File: config.mk
export PLATFORM = sky130hd
export DESIGN_NAME = bshift_core
export DESIGN_NICKNAME = d
export VERILOG_FILES = /design/src/rtl/bshift_pkg.sv /design/src/rtl/bshift_reverse.sv /design/src/rtl/bshift_stage.sv /design/src/rtl/bshift_core.sv
export SDC_FILE = /design/constraint.sdc
export NUM_CORES = 1
export LEC_CHECK = 0
export CORE_UTILIZATION = 59
export DETAILED_ROUTE_END_ITERATION = 16
export MAX_ROUTING_LAYER = met4
export PLACE_DENSITY = 0.91
export SLEW_MARGIN = 20
export SYNTH_ARGS = -nofsm -noshare
export SYNTH_HDL_FRONTEND = slang
export SYNTH_HIERARCHICAL = 1
export SYNTH_SLANG_ARGS = --single-unit
File: constraint.sdc
create_clock -name vclk -period 6.1
set_input_delay 0.61 -clock vclk [all_inputs]
set_output_delay 0.61 -clock vclk [all_outputs]
set_load 0.05 [all_outputs]
File: src/rtl/bshift_pkg.sv
package bshift_pkg;

    typedef enum logic [1:0] {
        SHM_LSL = 2'b00,
        SHM_LSR = 2'b01,
        SHM_ASR = 2'b10,
        SHM_ROR = 2'b11
    } shift_mode_t;

    typedef enum logic [1:0] {
        FILL_ZERO = 2'b00,
        FILL_SIGN = 2'b01,
        FILL_WRAP = 2'b10
    } fill_src_t;

    typedef struct packed {
        logic      rev;
        fill_src_t fill;
    } shift_ctl_t;

endpackage

File: src/rtl/bshift_reverse.sv
module bshift_reverse #(
    parameter int WIDTH = 16
) (
    input  logic             en,
    input  logic [WIDTH-1:0] din,
    output logic [WIDTH-1:0] dout
);

    logic [WIDTH-1:0] flip_d;

    // Mirror the word bit for bit; used on entry and exit for left shifts.
    for (genvar i = 0; i < WIDTH; i++) begin : g_flip
        assign flip_d[i] = din[WIDTH-1-i];
    end

    always_comb begin
        dout = en ? flip_d : din;
    end

endmodule

File: src/rtl/bshift_stage.sv
module bshift_stage
    import bshift_pkg::*;
#(
    parameter int WIDTH = 16,
    parameter int SHIFT = 1
) (
    input  logic             en,
    input  fill_src_t        fill,
    input  logic             sign,
    input  logic [WIDTH-1:0] din,
    output logic [WIDTH-1:0] dout
);

    logic [SHIFT-1:0] top_d;

    // Select what enters the vacated upper SHIFT positions.
    always_comb begin
        unique case (fill)
            FILL_SIGN: top_d = {SHIFT{sign}};
            FILL_WRAP: top_d = din[SHIFT-1:0];
            default:   top_d = '0;
        endcase
    end

    always_comb begin
        dout = en ? {top_d, din[WIDTH-1:SHIFT]} : din;
    end

endmodule

File: src/rtl/bshift_core.sv
module bshift_core
    import bshift_pkg::*;
#(
    parameter int WIDTH = 16
) (
    input  logic [WIDTH-1:0]         din,
    input  logic [$clog2(WIDTH)-1:0] amt,
    input  logic [1:0]               mode,
    output logic [WIDTH-1:0]         dout
);

    localparam int AMT_W = $clog2(WIDTH);

    shift_mode_t mode_e;
    shift_ctl_t  ctl_d;
    logic        sign_d;

    // Control decode: left shifts run reversed through the right-moving chain.
    always_comb begin
        mode_e      = shift_mode_t'(mode);
        ctl_d.rev   = (mode_e == SHM_LSL);
        unique case (mode_e)
            SHM_ASR: ctl_d.fill = FILL_SIGN;
            SHM_ROR: ctl_d.fill = FILL_WRAP;
            default: ctl_d.fill = FILL_ZERO;
        endcase
        sign_d = din[WIDTH-1];
    end

    logic [AMT_W:0][WIDTH-1:0] chain_d;

    bshift_reverse #(.WIDTH(WIDTH)) u_rev_in (
        .en   (ctl_d.rev),
        .din  (din),
        .dout (chain_d[0])
    );

    for (genvar k = 0; k < AMT_W; k++) begin : g_stage
        bshift_stage #(.WIDTH(WIDTH), .SHIFT(1 << k)) u_stage (
            .en   (amt[k]),
            .fill (ctl_d.fill),
            .sign (sign_d),
            .din  (chain_d[k]),
            .dout (chain_d[k+1])
        );
    end

    bshift_reverse #(.WIDTH(WIDTH)) u_rev_out (
        .en   (ctl_d.rev),
        .din  (chain_d[AMT_W]),
        .dout (dout)
    );

    // Port-level properties spanning decode, stages and reversal.
    logic [AMT_W:0]   amt_p1;
    logic [WIDTH-1:0] lo_mask;
    logic [WIDTH-1:0] hi_mask;
    logic [WIDTH-1:0] sgn_mask;

    always_comb begin
        amt_p1   = {1'b0, amt} + 1'b1;
        lo_mask  = ~({WIDTH{1'b1}} << amt);
        hi_mask  = ~({WIDTH{1'b1}} >> amt);
        sgn_mask = ~({WIDTH{1'b1}} >> amt_p1);

        a_r2_zero_passthru: assert ((amt != '0) || (dout == din))
            else $error("R2: zero amount altered data");
        a_r3_left_low_zero: assert ((mode_e != SHM_LSL) || ((dout & lo_mask) == '0))
            else $error("R3: low bits not zero after left shift");
        a_r4_right_high_zero: assert ((mode_e != SHM_LSR) || ((dout & hi_mask) == '0))
            else $error("R4: high bits not zero after logical right shift");
        a_r5_sign_fill: assert ((mode_e != SHM_ASR) ||
                                ((dout & sgn_mask) == (din[WIDTH-1] ? sgn_mask : '0)))
            else $error("R5: upper bits do not match sign");
        a_r6_rotate_ones: assert ((mode_e != SHM_ROR) || ($countones(dout) == $countones(din)))
            else $error("R6: rotate changed ones count");
    end

endmodule

==> impl_metrics.yaml, run 1 <==
final_layout:
  fin_nets: 220
  regArea_sq_um: 0
  syn2layout_area_growth_pct: 13.9
  fill_cells: 211
  multiInputGateArea_sq_um: 1440
  clock_buffers: 0
  n_antenna_cell: 0
  seq_cell_count: 0
  drive_gt1_share_pct: 45.2
  finalNonFillerCells: 219
global_route:
  globalRouteTotalUtil_pct: 23.4
  grt-ovfl-total: 0
  grt_max_degree: 18
  grt_pass1_wl_mm: 5.93
  grt_antenna_before_repair: 0
  grt_pass1_vias: 1322
worst_setup_path:
  start_kind: "input pin"
  crit_type: "in2out"
  cp_max_fo: 17
  worstPathRequired_ns: 5.49
  worstPathArrival_ns: 4.18
  end_kind: "output pin"
  cp-startpoint: "mode[0]"
power_and_ir_drop:
  finalPower_mw: 0.267
  p_leak_nw: 0.843
  peakVddDrop_mv: 0.141
  powerDensity_nw_per_um2: 137
place:
  dp.cells: 219
  gp_congestion: 0.878
  place_hpwl_mm: 2.99
  port_buffers: 38
detailed_routing:
  antenna_left: 0
  firstDrtPassIters: 4
  drtIter0Drc: 31
  wl_per_cell_microns: 16.5
  detail_route.vias_per_cell: 6.13
  drc: 0
  routed_wl_mm: 3.61
  vias: 1342
timing:
  fmax_mhz: 209
  final_max_slew_viol_count: 0
  rsz0062_at_grt: "no"
  totalNegativeSetupSlack_ns: 0
  setup_viol_count_final: 0
  worstMarginPinSlew_ns: 0.911
  maxSlewHeadroom_pct: 39.1
  fin_crit_sh_pct: 78.5
  period_minus_slack_ns: 4.79
  hold_viol_final: 0
die:
  fp.dieW_microns: 55.9
  die_area_sq_um: 3120
  die_h_microns: 55.9
  fp.coreArea_sq_um: 2760
  initial_core_util_pct: 62.2
  ioPinCount: 38
  rows: 19
clocking:
  cts_setup_buffers: 0
  cts_resized: 0
  hold_buffers: 0
logic_synthesis:
  yosysWarnings: 6
  syn_avg_cell_area_sq_um: 10.4
  yosysUniqueCellTypes: 14
  synth_top_area_share_pct: 39.4
  synthTopCellsByArea: "mux2_4 39%, mux2_2 24%, a22oi_1 6.6%, buf_12 5.8%, ha_1 5.8%"
  synthesis.nets: 195
  synth_area_leader_cell: "mux2_4"
  ys_seq_area_share_pct: 0
  syn_area_sq_um: 1710
  netlist_instances: 165
hold_path:
  worstHoldStart: "mode[1]"
  min_path_type: "in2out"
outcome:
  status: "complete, no violations"
job:
  drv_cap: 0
-- through the flow --
step | instance area (sq um) | util [%] | setup WS, ns | hold WS, ns
global route | 1950 | 70.8 | 1.14 | 3.22
floorplan | 1710 | - | 2.66 | 1.71
detailed placement | 1950 | 70.8 | 1.34 | 3.14
CTS | 1950 | 70.8 | 1.33 | 3.14
global placement | 1950 | 70.8 | 1.43 | 3.10
finish | 1950 | 70.8 | 1.31 | 3.14
-- path summary, 6_finish.rpt --
kind / to / slack [ns] / cells past startpoint
worst max-delay path: dout[5] / 1.31 / 10
worst min-delay path: dout[2] / 3.14 / 5
-- layer usage --
layer	track usage (%)	vias up	routed length (microns)
met5	-	-	0
met2	42.9	41	1880
met1	28.9	645	1560
met4	5.23	0	44
li1	-	652	-
met3	0.465	4	119
-- kinds of logic (layout without fill, tap and decap cells) --
| kind of cell | Yosys count | in the layout | share of synthesized area [%] |
|---|---|---|---|
| AOI/OAI and AO/OA | 30 | 30 | 12.0 |
| adders and majority gates | 8 | 8 | 5.84 |
| buffers and inverters | 39 | 62 | 16.4 |
| muxes | 81 | 81 | 63.1 |
| and+or+nand+nor | 7 | 7 | 2.63 |
-- report_power, final --
| group | total (mW) | internal (mW) | leakage [nW] | switching, mW |
|---|---|---|---|---|
| clock network | 0 | 0 | 0 | 0 |
| logic | 0.267 | 0.131 | 0.843 | 0.136 |
| registers | 0 | 0 | 0 | 0 |
| total | 0.267 | 0.131 | 0.843 | 0.136 |
-- synthesized netlist by cell type (all sizes together) --
library cell	number
ha	8
nand2b	4
and2b	1
mux2	81
clkbuf	3
inv	23
o22ai	15
nor2	1
buf	13
and2	1
a22oi	15
-- layout by cell type (no fill, tap or decap) --
| cell type | count |
|---|---|
| mux2_4 | 45 |
| clkdlybuf4s50_1 | 38 |
| mux2_2 | 36 |
| inv_1 | 23 |
| a22oi_1 | 15 |
| o22ai_1 | 15 |
| ha_1 | 8 |
| nand2b_1 | 4 |
| and2_2 | 1 |
| nor2_4 | 1 |
| and2b_2 | 1 |
| buf_4 | 1 |
-- layout make-up --
| type | count | area share (%) |
|---|---|---|
| well taps | 31 | 1.99 |
| multi-input cells | 126 | 73.7 |
| repair buffers | 39 | 19.9 |
| inverters | 23 | 4.42 |
-- critical path, cell delays in order --
cell             delay [ns]
clkdlybuf4s50_1        0.47
nor2_4                 0.50
mux2_2                 0.43
mux2_2                 0.30
mux2_2                 0.31
a22oi_1                0.15
o22ai_1                0.12
mux2_2                 0.32
mux2_4                 0.26
clkdlybuf4s50_1        0.70
Power figures use the tool's default switching activity.
==> inputs of run 2 (changes only) <==
--- a/config.mk
+++ b/config.mk
@@ -5,10 +5,10 @@
 export SDC_FILE = /design/constraint.sdc
 export NUM_CORES = 1
 export LEC_CHECK = 0
-export CORE_UTILIZATION = 59
+export CORE_UTILIZATION = 49
 export DETAILED_ROUTE_END_ITERATION = 16
 export MAX_ROUTING_LAYER = met4
-export PLACE_DENSITY = 0.91
+export PLACE_DENSITY = 0.81
 export SLEW_MARGIN = 20
 export SYNTH_ARGS = -nofsm -noshare
 export SYNTH_HDL_FRONTEND = slang
==> constraint.sdc (replaced) <==
create_clock -name vclk -period 4.3
set_input_delay 0.43 -clock vclk [all_inputs]
set_output_delay 0.43 -clock vclk [all_outputs]
set_load 0.05 [all_outputs]
==> impl_metrics.yaml, run 2 (synthesis gave the netlist of run 1 again) <==
detailed_routing:
  detail_route.vias_per_cell: 5.57
  antenna_left: 0
  drc: 0
  vias: 1308
  routed_wl_mm: 3.33
  drtIter0Drc: 74
  firstDrtPassIters: 4
  wl_per_cell_microns: 14.2
worst_setup_path:
  end_kind: "output pin"
  worstPathArrival_ns: 3.41
  critPathMaxStageDelay_ns: 0.49
  critPathMostFrequentCell: "mux2_2"
  crit_chain: "clkdlybuf4s50_1 > nor2_4 > mux2_2 > mux2_2 > mux2_2 > mux2_2 > a22oi_1 > o22ai_1 > mux2_4 > buf_4"
  worstPathRequired_ns: 3.87
  crit_type: "in2out"
  start_kind: "input pin"
  cp_max_fo: 17
  slowest_stage: "nor2_4"
outcome:
  status: "complete, no violations"
place:
  gp_congestion: 0.896
  place_hpwl_mm: 2.76
  placed_cell_area_sq_um: 1940
  dp.cells: 235
  port_buffers: 38
final_layout:
  syn2layout_area_growth_pct: 13.1
  final_common_cell: "mux2_4"
  n_antenna_cell: 0
  final_util_pct: 58.1
  final_cell_mix: "45 x mux2_4, 36 x mux2_2, 23 x inv_1"
  fill_cells: 294
  seq_cell_count: 0
  drive_gt1_share_pct: 54.0
  finalNonFillerCells: 235
  clock_buffers: 0
  regArea_sq_um: 0
  fin_nets: 221
  final_cell_area_sq_um: 1940
power_and_ir_drop:
  powerDensity_nw_per_um2: 189
  peakVddDrop_mv: 0.0675
  p_leak_nw: 0.869
  finalPower_mw: 0.366
global_route:
  grt_pass1_vias: 1150
  globalRouteTotalUtil_pct: 18.6
  grt_pass1_wl_mm: 5.28
  grt_max_degree: 18
  grt-ovfl-total: 0
  grt_antenna_before_repair: 0
die:
  rows: 21
  die_area_sq_um: 3740
  fp.coreArea_sq_um: 3340
  die_h_microns: 61.1
  ioPinCount: 38
  fp.dieW_microns: 61.1
  initial_core_util_pct: 51.4
timing:
  maxSlewHeadroom_pct: 42.6
  worstMarginPinSlew_ns: 0.859
  period_minus_slack_ns: 3.84
  final_max_slew_viol_count: 0
  totalNegativeSetupSlack_ns: 0
  fin_crit_sh_pct: 89.4
  setup_viol_count_final: 0
  fmax_mhz: 260
  hold_viol_final: 0
  rsz0062_at_grt: "no"
clocking:
  cts_setup_buffers: 0
  hold_buffers: 0
  cts_resized: 0
job:
  drv_cap: 0
hold_path:
  min_path_type: "in2out"
[run 2: path summary, 6_finish.rpt]
check,from,endpoint,slack (ns),cells after the start
max,mode[0],dout[11],0.46,10
min,mode[1],dout[5],2.17,5
[run 2: worst max-delay path, delay by kind of cell]
kind / cells / cell delay, ns
AND/OR/NAND/NOR: 1 / 0.49
buffers and inverters: 2 / 0.65
multiplexers: 5 / 1.55
AO/OA/AOI/OAI: 2 / 0.28
[run 2: power breakdown]
group	total, mW	internal [mW]	switching [mW]
Combinational	0.366	0.177	0.189
Clock	0	0	0
Sequential	0	0	0
[run 2: cell type report]
type	instances	area (sq um)	area share, %
inverters	23	86.3	4.45
multi-input cells	126	1440	74.3
well taps	46	57.6	2.97
repair buffers	40	355	18.3
[run 2: through the flow]
step | hold WS (ns) | setup slack, ns
floorplan | 1.35 | 1.22
global placement | 2.16 | 0.497
detailed placement | 2.18 | 0.451
CTS | 2.18 | 0.451
global route | 2.25 | 0.274
finish | 2.17 | 0.456
[run 2: per-layer routing]
layer,vias up,routed length [microns],track usage [%]
met5,-,0,-
met4,0,0,0
met3,0,94,0
met2,25,1730,33.4
met1,629,1510,24.8
li1,654,-,-
